**src/rtl/nlfsr_stream_core.sv**
```systemverilog
module nlfsr_stream_core #(
  parameter int LEN         = 80,
  parameter int IVW         = 64,
  parameter int INIT_CYCLES = 160,
  parameter int CW          = 8
) (
  input  logic           clk,
  input  logic           rst_n,
  input  logic           start,
  input  logic [LEN-1:0] key,
  input  logic [IVW-1:0] iv,
  output logic           ks_bit,
  output logic           ks_valid
);
  localparam int FILL = LEN - IVW;
  localparam logic [CW-1:0] LAST = CW'(INIT_CYCLES - 1);

  logic [LEN-1:0] s, b;
  logic [CW-1:0]  cnt;
  logic           warm, run;
  logic           h, z, lfb, nfb, fb_z;

  assign h = s[25] ^ b[63] ^ (s[3] & s[4]) ^ (s[46] & s[4]) ^ (s[4] & b[63])
           ^ (s[3] & s[25] & s[46]) ^ (s[3] & s[46] & s[4]) ^ (s[3] & s[46] & b[63])
           ^ (s[25] & s[46] & b[63]) ^ (s[46] & s[4] & b[63]);

  assign z = b[1] ^ b[2] ^ b[4] ^ b[10] ^ b[31] ^ b[43] ^ b[56] ^ h;

  assign lfb = s[62] ^ s[51] ^ s[38] ^ s[23] ^ s[13] ^ s[0];

  assign nfb = s[0] ^ b[0] ^ b[62] ^ b[60] ^ b[52] ^ b[45] ^ b[37] ^ b[33]
             ^ b[28] ^ b[21] ^ b[14] ^ b[9]
             ^ (b[63] & b[60]) ^ (b[37] & b[33]) ^ (b[15] & b[9])
             ^ (b[60] & b[52] & b[45]) ^ (b[33] & b[28] & b[21])
             ^ (b[63] & b[45] & b[28] & b[9])
             ^ (b[60] & b[52] & b[37] & b[33])
             ^ (b[63] & b[60] & b[21] & b[15])
             ^ (b[63] & b[60] & b[52] & b[45] & b[37])
             ^ (b[33] & b[28] & b[21] & b[15] & b[9])
             ^ (b[52] & b[45] & b[37] & b[33] & b[28] & b[21]);

  assign fb_z = warm & z;

  always_ff @(posedge clk) begin
    if (!rst_n) begin
      s    <= '0;
      b    <= '0;
      cnt  <= '0;
      warm <= 1'b0;
      run  <= 1'b0;
    end else if (start) begin
      b    <= key;
      s    <= {{FILL{1'b1}}, iv};
      cnt  <= '0;
      warm <= 1'b1;
      run  <= 1'b0;
    end else if (warm || run) begin
      s <= {lfb ^ fb_z, s[LEN-1:1]};
      b <= {nfb ^ fb_z, b[LEN-1:1]};
      if (warm) begin
        cnt <= cnt + 1'b1;
        if (cnt == LAST) begin
          warm <= 1'b0;
          run  <= 1'b1;
        end
      end
    end
  end

  assign ks_valid = run;
  assign ks_bit   = run & z;

  p_quiet_warm_r3: assert property (@(posedge clk) disable iff (!rst_n)
    warm |-> (!ks_valid && !ks_bit));

  p_cnt_range_r3: assert property (@(posedge clk) disable iff (!rst_n)
    warm |-> (cnt <= LAST));

  p_warm_end_r3: assert property (@(posedge clk) disable iff (!rst_n)
    (warm && cnt == LAST && !start) |=> ks_valid);

  p_load_r2: assert property (@(posedge clk) disable iff (!rst_n)
    start |=> (s[LEN-1:IVW] == {FILL{1'b1}} && cnt == '0 && warm));

  p_shift_r4: assert property (@(posedge clk) disable iff (!rst_n)
    (ks_valid && !start) |=> (b[LEN-2:0] == $past(b[LEN-1:1]) && s[LEN-2:0] == $past(s[LEN-1:1])));

  p_valid_hold_r6: assert property (@(posedge clk) disable iff (!rst_n)
    (ks_valid && !start) |=> ks_valid);

  p_restart_r8: assert property (@(posedge clk) disable iff (!rst_n)
    start |=> !ks_valid);

  p_exclusive_r7: assert property (@(posedge clk) disable iff (!rst_n)
    !(warm && run));

  always_comb begin
    if (!ks_valid) assert (ks_bit == 1'b0);
  end
endmodule

```
**config.mk**
```make
export PLATFORM = sky130hd
export DESIGN_NAME = nlfsr_stream_core
export DESIGN_NICKNAME = d
export VERILOG_FILES = /design/src/rtl/nlfsr_stream_core.sv
export SDC_FILE = /design/constraint.sdc
export NUM_CORES = 1
export LEC_CHECK = 0
export ABC_AREA = 1
export CORE_MARGIN = 2
export CORE_UTILIZATION = 55
export DETAILED_ROUTE_END_ITERATION = 7
export DONT_BUFFER_PORTS = 1
export HOLD_SLACK_MARGIN = 0.02
export PLACE_DENSITY_LB_ADDON = 0.08
export SETUP_SLACK_MARGIN = 0.4
export SLEW_MARGIN = 20
export SYNTH_ARGS = -nofsm -noshare
export SYNTH_HDL_FRONTEND = slang
export SYNTH_SLANG_ARGS = --single-unit
```
**constraint.sdc**
```tcl
create_clock -name clk -period 1.69 [get_ports clk]
set_clock_uncertainty 0.05 [all_clocks]
set_input_delay 0 -clock clk [delete_from_list [all_inputs] [get_ports clk]]
set_output_delay 0 -clock clk [all_outputs]
set_load 0.02 [all_outputs]
```
==> summary.md, run 1 <==
| Metric | Value |
|---|---|
| Result of the run | `finished, violations left` |
| Violations in the final reports | `DRC, hold timing, setup timing` |
| Bufs on Longest Clock Path | `2` |
| GPL Wtd Cong | `0.8810` |
| Worst Setup Slack, final | `-0.4112 ns` |
| Post-synth cell types | `34` |
| Finish-stage setup viols | `27` |
| RSZ-0062 raised after global routing | `true` |
| Number of buffer cells added on primary ports | `0` |
| Hold WS | `-0.3737 ns` |
| Iteration count of the initial detailed-routing pass | `8` |
| Vias per Instance | `7.040` |
| Worst slew margin relative to its limit | `43.14%` |
| Cell count after synthesis | `1106` |
| Flop2flop setup slack | `-0.34 ns` |
| Top library cells by usage in the layout, fill and taps aside | `nand2_1, dfxtp_1, dlygate4sd3_1, a31oi_1, o21ai_2` |
| Post-detail-place hpwl | `11.56 mm` |
| Remaining number of nets flagged by the antenna check after routing | `0` |
| Number of buffers created by CTS | `17` |
| Critical register-to-register path startpoint | `b[62]` |
| Max Clock Freq | `475.9 MHz` |
| Fraction of layout instances using a drive strength above 1 | `33.62%` |
| Leakage power | `4.849 nW` |
| Die boundary width | `122.5 µm` |
| Wire length on met2 | `17.41 mm` |
| Combinational group share of total power | `23.3%` |
| Kind of end point of the critical path | `output pin` |
| Minimum period implied by the final worst setup slack | `2.101 ns` |
| Top-level I/O count | `149` |
| GRT Resource Usage Total | `34.57%` |
| Clock network fraction of design power | `37.3%` |
| Basic-gate share of the synthesized area counting and, or, nand and nor cells | `23.68%` |
| Most common cell after layout, fill and taps aside | `nand2_1` |
| Clock-pin slew on the worst setup and hold paths | `0.07 ns` |
| Detail Route met3 WL | `4.679 mm` |
| Combinational family with the most area after synthesis | `simple AND/OR/NAND/NOR gates` |
| Vias in the first global route | `8269` |
| Post-synthesis to final-layout area growth | `67.86%` |
| Number of nets produced by synthesis | `1254` |
| Vias after detailed routing | `10190` |
| Library cell occupying the most area in the post-synthesis netlist | `dfxtp_1` |
| M1 WL | `12.95 mm` |
| Total DRC errors in the routed layout | `2` |
| Depth of the worst register-to-register path | `13` |
| XOR/XNOR share of the synthesized area | `0.7933%` |
| Pin count of the biggest net entering global routing | `161` |
| Initial drt markers | `1632` |
| Clock root buffer master | `clkbuf_16` |
| Worst path required time | `1.64 ns` |
| Placed Instances | `1224` |
| Worst endpoint data arrival time | `2.05 ns` |
| Count of pins over their slew limit | `0` |
| Crit path launch type | `flip-flop` |
| Die area | `15020 µm²` |
| Top-area cell type share of the netlist area | `44.03%` |
| First-pass GRT wire length | `40.92 mm` |
| Site Rows | `43` |
| CTS tree | `yes` |
| Yosys warning count | `0` |
| Skew-Pair Late Insertion Delay | `0.45 ns` |
| Internal cell power | `8.184 mW` |
| Maximum Capacitance Violations | `0` |
| Final critical-path share of the clock period | `124.3%` |
| Congestion Overflow GR | `0` |
| Worst-path fanout max | `6` |
| Proportion of synthesized chip area in sequential cells | `44.03%` |
| Antenna violations before repair | `3` |
| Slew at the pin with the worst max-slew slack | `0.8520 ns` |
| Number of sinks driven by the clock tree | `170` |
| Average wire per standard cell | `26.85 µm` |
| Hold path endpoint | `b[57]` |
| Beginning of the worst hold path | `rst_n` |
| Kind of critical path | `flip-flop to output pin` |
| Layout Cells excl Fill | `1448` |
| End of the worst register-to-register path | `b[79]` |
| Starting utilization of the core area | `55.90%` |
| Net total in the final layout | `1402` |
| Post-Route Setup TNS | `-2.051 ns` |
| Arithmetic-cell share of the synthesized area counting full adders, half adders and majority gates | `0.1619%` |
| Multiplexer area fraction after synthesis | `0.1295%` |
| Final hold violation count | `143` |
| Post-synthesis instance area | `7729 µm²` |
| Top routing layer used | `met5` |
| Proportion of total power due to net switching | `31.31%` |
| Height of the die | `122.5 µm` |
| Total core area | `13830 µm²` |
| Yosys reg bits | `170` |
| Tightest Hold Check Type | `primary input to flip-flop` |
| Synthesized-area fraction occupied by ao, oa, aoi and oai cells | `23.38%` |
| Finished Core Util | `93.83%` |
| Main area contributors after synthesis | `dfxtp_1, nand2_1, a31oi_1, o21ai_0, inv_1` |
| Final wirelength | `38.88 mm` |
| Switching power total | `3.730 mW` |
| Number of cells on the worst hold path | `2` |
| Share of power burned in registers | `39.4%` |
| Power Dens Cells | `918.3 nW/µm²` |
| H-tree levels | `4` |
| Average instance area after synthesis | `6.988 µm²` |
| VDD IR-drop max | `912.7 µV` |
-- final cells by class --
| class | count | area [µm²] |
|---|---|---|
| antenna | 1 | 2.502 |
| clock buffer | 19 | 452.9 |
| clock inverter | 13 | 192.7 |
| fill | 402 | 853.3 |
| inverter | 75 | 297.8 |
| multi-input combinational | 786 | 5535 |
| sequential | 170 | 3452 |
| tap | 180 | 225.2 |
| timing repair buffer | 201 | 2771 |
| timing repair inverter | 3 | 43.79 |
-- what timing repair did --
| action | CTS | global route |
|---|---|---|
| hold buffers | 86 | 16 |
| buffers inserted | 38 | 10 |
| pin swaps | 31 | 43 |
| endpoints found under the hold margin | 166 | 152 |
| cloned | 38 | 3 |
| gates resized for setup | 236 | 212 |
| endpoints found under the setup margin | 156 | 167 |
-- metal layers --
| layer | global-route usage, % | vias to the layer above |
|---|---|---|
| met1 | 44.15 | 4691 |
| met2 | 55.21 | 1014 |
| met5 | 0 | - |
| li1 | - | 4072 |
| met4 | 13.51 | 4 |
| met3 | 9.898 | 413 |
-- logic make-up after synthesis --
kind of cell | count (synthesis)
flip-flops | 170
AO/OA/AOI/OAI | 315
multiplexers | 1
buffers and inverters | 157
adder cells (fa/ha/maj) | 1
AND/OR/NAND/NOR | 455
XOR/XNOR | 7
-- cells in the mapped netlist --
library cell / instances
nor2_2: 2
xnor2_1: 4
nand3_2: 6
dfxtp_1: 170
or2_1: 1
nand3b_1: 2
buf_2: 9
a211oi_1: 1
xor2_1: 3
ha_1: 1
buf_1: 2
nor3_1: 6
a31oi_1: 129
nand2_1: 365
mux2i_1: 1
inv_2: 1
nand2_2: 5
o211ai_2: 1
o21ai_2: 1
a21oi_1: 36
nand3_1: 26
clkinv_1: 3
inv_1: 71
nor2_1: 36
clkbuf_1: 70
a221oi_1: 13
buf_4: 1
nand4_1: 3
o21a_1: 1
o21ai_1: 1
nor4_1: 1
o21ai_0: 131
nor3b_1: 2
a21oi_2: 1
-- stage by stage --
stage / setup slack, ns / cell area [µm²] / power (mW)
floorplan: 0.2341 / 7921 / 5.582
global placement: 0.07627 / 7928 / 5.705
detailed placement: 0.04384 / 7928 / 5.722
finish: -0.4112 / 12970 / 11.91
CTS: -0.1223 / 11490 / 10.84
global route: -0.4024 / 12970 / 12.09
-- worst max-delay path, cell delays in order (launching register included) --
cell and delay [ns]:
dfxtp_4 0.41, inv_2 0.07, nand2_1 0.09, nand4_1 0.17, nand2_1 0.16, nand2_2 0.08, nand2_2 0.11, inv_1 0.06
nand2_2 0.09, nand2_2 0.08, nor2_2 0.14, buf_6 0.13
-- sequential cells by signal, summed over array words and instances, names as in the netlist --
register	count
b	80
s	80
cnt	8
ks_valid	1
warm	1
-- worst max-delay path by stage --
stage               start  endpoint  slack (ns)
finish               s[3]    ks_bit       -0.41
global route         s[3]    ks_bit       -0.40
CTS                 s[46]    ks_bit       -0.12
detailed placement   b[9]     b[79]        0.04
global placement     b[9]     b[79]        0.08
floorplan            b[2]     s[79]        0.23
-- power groups by stage --
stage | Sequential (mW) | Clock, mW | Combinational (mW)
floorplan | 4.56 | 0 | 1.02
global placement | 4.60 | 0 | 1.10
detailed placement | 4.61 | 0 | 1.11
CTS | 4.56 | 4.28 | 2.00
global route | 4.70 | 4.53 | 2.86
finish | 4.69 | 4.45 | 2.78
(Power assumes the default switching activity.)
==> run 2, diff against run 1 <==
==> constraint.sdc (replaced) <==
create_clock -name clk -period 1.69 [get_ports clk]
set_clock_uncertainty 0.05 [all_clocks]
set_input_delay 0.0845 -clock clk [delete_from_list [all_inputs] [get_ports clk]]
set_output_delay 0.0845 -clock clk [all_outputs]
set_load 0.02 [all_outputs]
==> run 2 against run 1 <==
The flow finishes with violations (hold timing, setup timing). Sequential share of layout area up 2.2 points. Non-clock buffer count down 36. Critical path depth up 1. Die area unchanged. Via count down 12%. First-iteration DRC count down 34%. Clock-buffer cell count up 3. Power down 8.1%. Sequential cell count unchanged. Routed wire length down 20%. Critical path type unchanged. Highest routed layer is now met4.
==> summary.md, run 2 (synthesis results as in run 1) <==
| Metric | Value |
|---|---|
| Result of the run | `finished, violations left` |
| Violations in the final reports | `hold timing, setup timing` |
| VDD IR-drop max | `1020 µV (+12%)` |
| Slew at the pin with the worst max-slew slack | `0.4932 ns (-0.3588 ns)` |
| RSZ-0062 raised after global routing | `true` |
| Iteration count of the initial detailed-routing pass | `6 (-2)` |
| Finished Core Util | `87.03% (-6.8 points)` |
| Starting utilization of the core area | `55.90% (unchanged)` |
| Pin count of the biggest net entering global routing | `161 (unchanged)` |
| Kind of end point of the critical path | `output pin` |
| H-tree levels | `4 (unchanged)` |
| Clock-pin slew on the worst setup and hold paths | `0.07 ns (about the same)` |
| Placed cell area | `7895 µm² (-0.41%)` |
| Hold WS | `-0.2603 ns (+0.1134 ns)` |
| Hold path endpoint | `b[57]` |
| Area of the multi-input gates | `5130 µm² (-7.3%)` |
| Bufs on Longest Clock Path | `2 (unchanged)` |
| Beginning of the worst hold path | `rst_n` |
| Top-level I/O count | `149 (unchanged)` |
| Final hold violation count | `116 (-19%)` |
| First-pass GRT wire length | `37.31 mm (-8.8%)` |
| Most common cell after layout, fill and taps aside | `nand2_1` |
| Fraction of layout instances using a drive strength above 1 | `31.84% (-1.8 points)` |
| Initial drt markers | `1074 (-34%)` |
| Maximum Capacitance Violations | `0 (unchanged)` |
| Number of cells on the worst hold path | `2 (unchanged)` |
| Antenna violations before repair | `0 (-3)` |
| Largest registers | `b x80, s x80, cnt x8` |
| Crit path launch type | `flip-flop` |
| Final wirelength | `30.98 mm (-20%)` |
| Tightest Hold Check Type | `primary input to flip-flop` |
| Number of buffers created by CTS | `17 (unchanged)` |
| Die area | `15020 µm² (unchanged)` |
| Final critical-path share of the clock period | `109.7% (-15 points)` |
| Number of sinks driven by the clock tree | `170 (unchanged)` |
| Depth of the worst register-to-register path | `17 (+4)` |
| Skew-Pair Late Insertion Delay | `0.43 ns (-0.02 ns)` |
| Net total in the final layout | `1363 (-2.8%)` |
| Reg area | `3463 µm² (+0.33%)` |
| GRT Resource Usage Total | `31.43% (-3.1 points)` |
| Site Rows | `43 (unchanged)` |
| Finish-stage setup viols | `3 (-89%)` |
| Final-layout fill cell count | `653 (+62%)` |
| Top library cells by usage in the layout, fill and taps aside | `nand2_1, dfxtp_1, a31oi_1, o21ai_2, dlygate4sd3_1` |
| Post-synthesis to final-layout area growth | `55.71%` |
| Vias per Instance | `6.392 (-9.2%)` |
| Remaining number of nets flagged by the antenna check after routing | `0 (unchanged)` |
| Clock root buffer master | `clkbuf_16` |
| Leakage power | `4.591 nW (-5.3%)` |
| Congestion Overflow GR | `0 (unchanged)` |
| GPL Wtd Cong | `0.8417 (-4.5%)` |
| Kind of critical path | `flip-flop to output pin` |
| Worst Setup Slack, final | `-0.1638 ns (+0.2474 ns)` |
| Height of the die | `122.5 µm (unchanged)` |
| Count of pins over their slew limit | `0 (unchanged)` |
| Number of buffer cells added on primary ports | `0 (unchanged)` |
| Total DRC errors in the routed layout | `0 (-2)` |
| Vias in the first global route | `7576 (-8.4%)` |
| Max Clock Freq | `539.4 MHz (+13%)` |
| Worst-path fanout max | `3 (-3)` |
| Minimum period implied by the final worst setup slack | `1.854 ns (-0.2474 ns)` |
| Vias after detailed routing | `9007 (-12%)` |
| CTS tree | `yes` |
| Worst path required time | `1.56 ns (-0.08 ns)` |
| Post-detail-place hpwl | `11.46 mm (-0.86%)` |
| Critical register-to-register path startpoint | `b[2]` |
| Total core area | `13830 µm² (unchanged)` |
| Flop2flop setup slack | `-0.06 ns (+0.28 ns)` |
| Worst slew margin relative to its limit | `67.12% (+24 points)` |
| Layout Cell Area excl Fill | `12030 µm² (-7.2%)` |
| Worst endpoint data arrival time | `1.72 ns (-0.33 ns)` |
| Die boundary width | `122.5 µm (unchanged)` |
| Average wire per standard cell | `21.99 µm (-18%)` |
| Power Dens Cells | `909.6 nW/µm² (-0.95%)` |
| End of the worst register-to-register path | `b[79]` |
-- run 2: cell types whose count changed in the layout (fill, tap and decap cells not counted), moves of 9 or more --
cell	change
a31oi_4	-22
dlygate4sd3_1	-19
a31oi_1	+18
buf_6	-14
o21ai_2	+12
o21ai_4	-12
buf_16	-9
-- run 2: repair_timing --
action | 4_1_cts | 5_1_grt
pin swaps | 112 | 109
setup endpoints to repair | 150 | 167
resized for setup | 218 | 182
hold buffers | 73 | 10
endpoints found under the hold margin | 155 | 144
setup buffers | 24 | 15
cloned | 23 | 10
-- run 2: cell type report --
| type | count | area share (%) |
|---|---|---|
| clock buffer | 22 | 3.941 |
| inverter | 75 | 2.516 |
| timing repair buffer | 165 | 18.93 |
| timing repair inverter | 3 | 0.3431 |
| antenna | 1 | 0.02079 |
| multi-input combinational | 783 | 42.63 |
| sequential | 170 | 28.78 |
| clock inverter | 10 | 0.9669 |
| tap | 180 | 1.871 |
-- run 2: worst max path at each step --
stage,start,to,cells past startpoint
after floorplan,b[2],s[79],16
after global placement,b[9],b[79],13
after detailed placement,b[9],b[79],13
after CTS,b[31],ks_bit,12
after global routing,b[2],ks_bit,12
final,b[2],ks_bit,12
-- run 2: worst max-delay path, stage by stage (launching register included) --
cell and delay, ns:
dfxtp_2 0.37, inv_2 0.04, nand2_2 0.07, nand2_1 0.06
nand2_1 0.07, nand2_2 0.07, inv_2 0.05, nand2_2 0.06
nand2_2 0.07, nand2_2 0.06, nand3_2 0.11, nand2_2 0.10
nor2_4 0.17
-- run 2: stage by stage --
step                      TNS, ns  cells  worst slack (ns)  power [mW]
after floorplan                 0   1106            0.2341       5.583
after global placement          0   1221           0.08975       5.696
after detailed placement        0   1221           0.02547       5.717
after CTS                 -0.1782   1373           -0.1522       10.27
after global routing      -0.6194   1408           -0.2614       11.25
final                     -0.2763   1409           -0.1638       10.95
-- run 2: metal layers --
layer	track usage [%]	vias to the layer above	part of all wire, %
li1	-	3990	-
met1	40.46	4269	37
met2	51.15	595	49
met3	7.714	153	9.0
met4	11.57	0	4.7
met5	0	-	0
-- run 2: power by group --
group | total, mW | switching [mW] | leakage (nW) | internal (mW)
Combinational | 2.29 | 1.18 | 2.88 | 1.10
Clock | 4.00 | 1.71 | 0.286 | 2.30
Sequential | 4.65 | 0.325 | 1.42 | 4.33
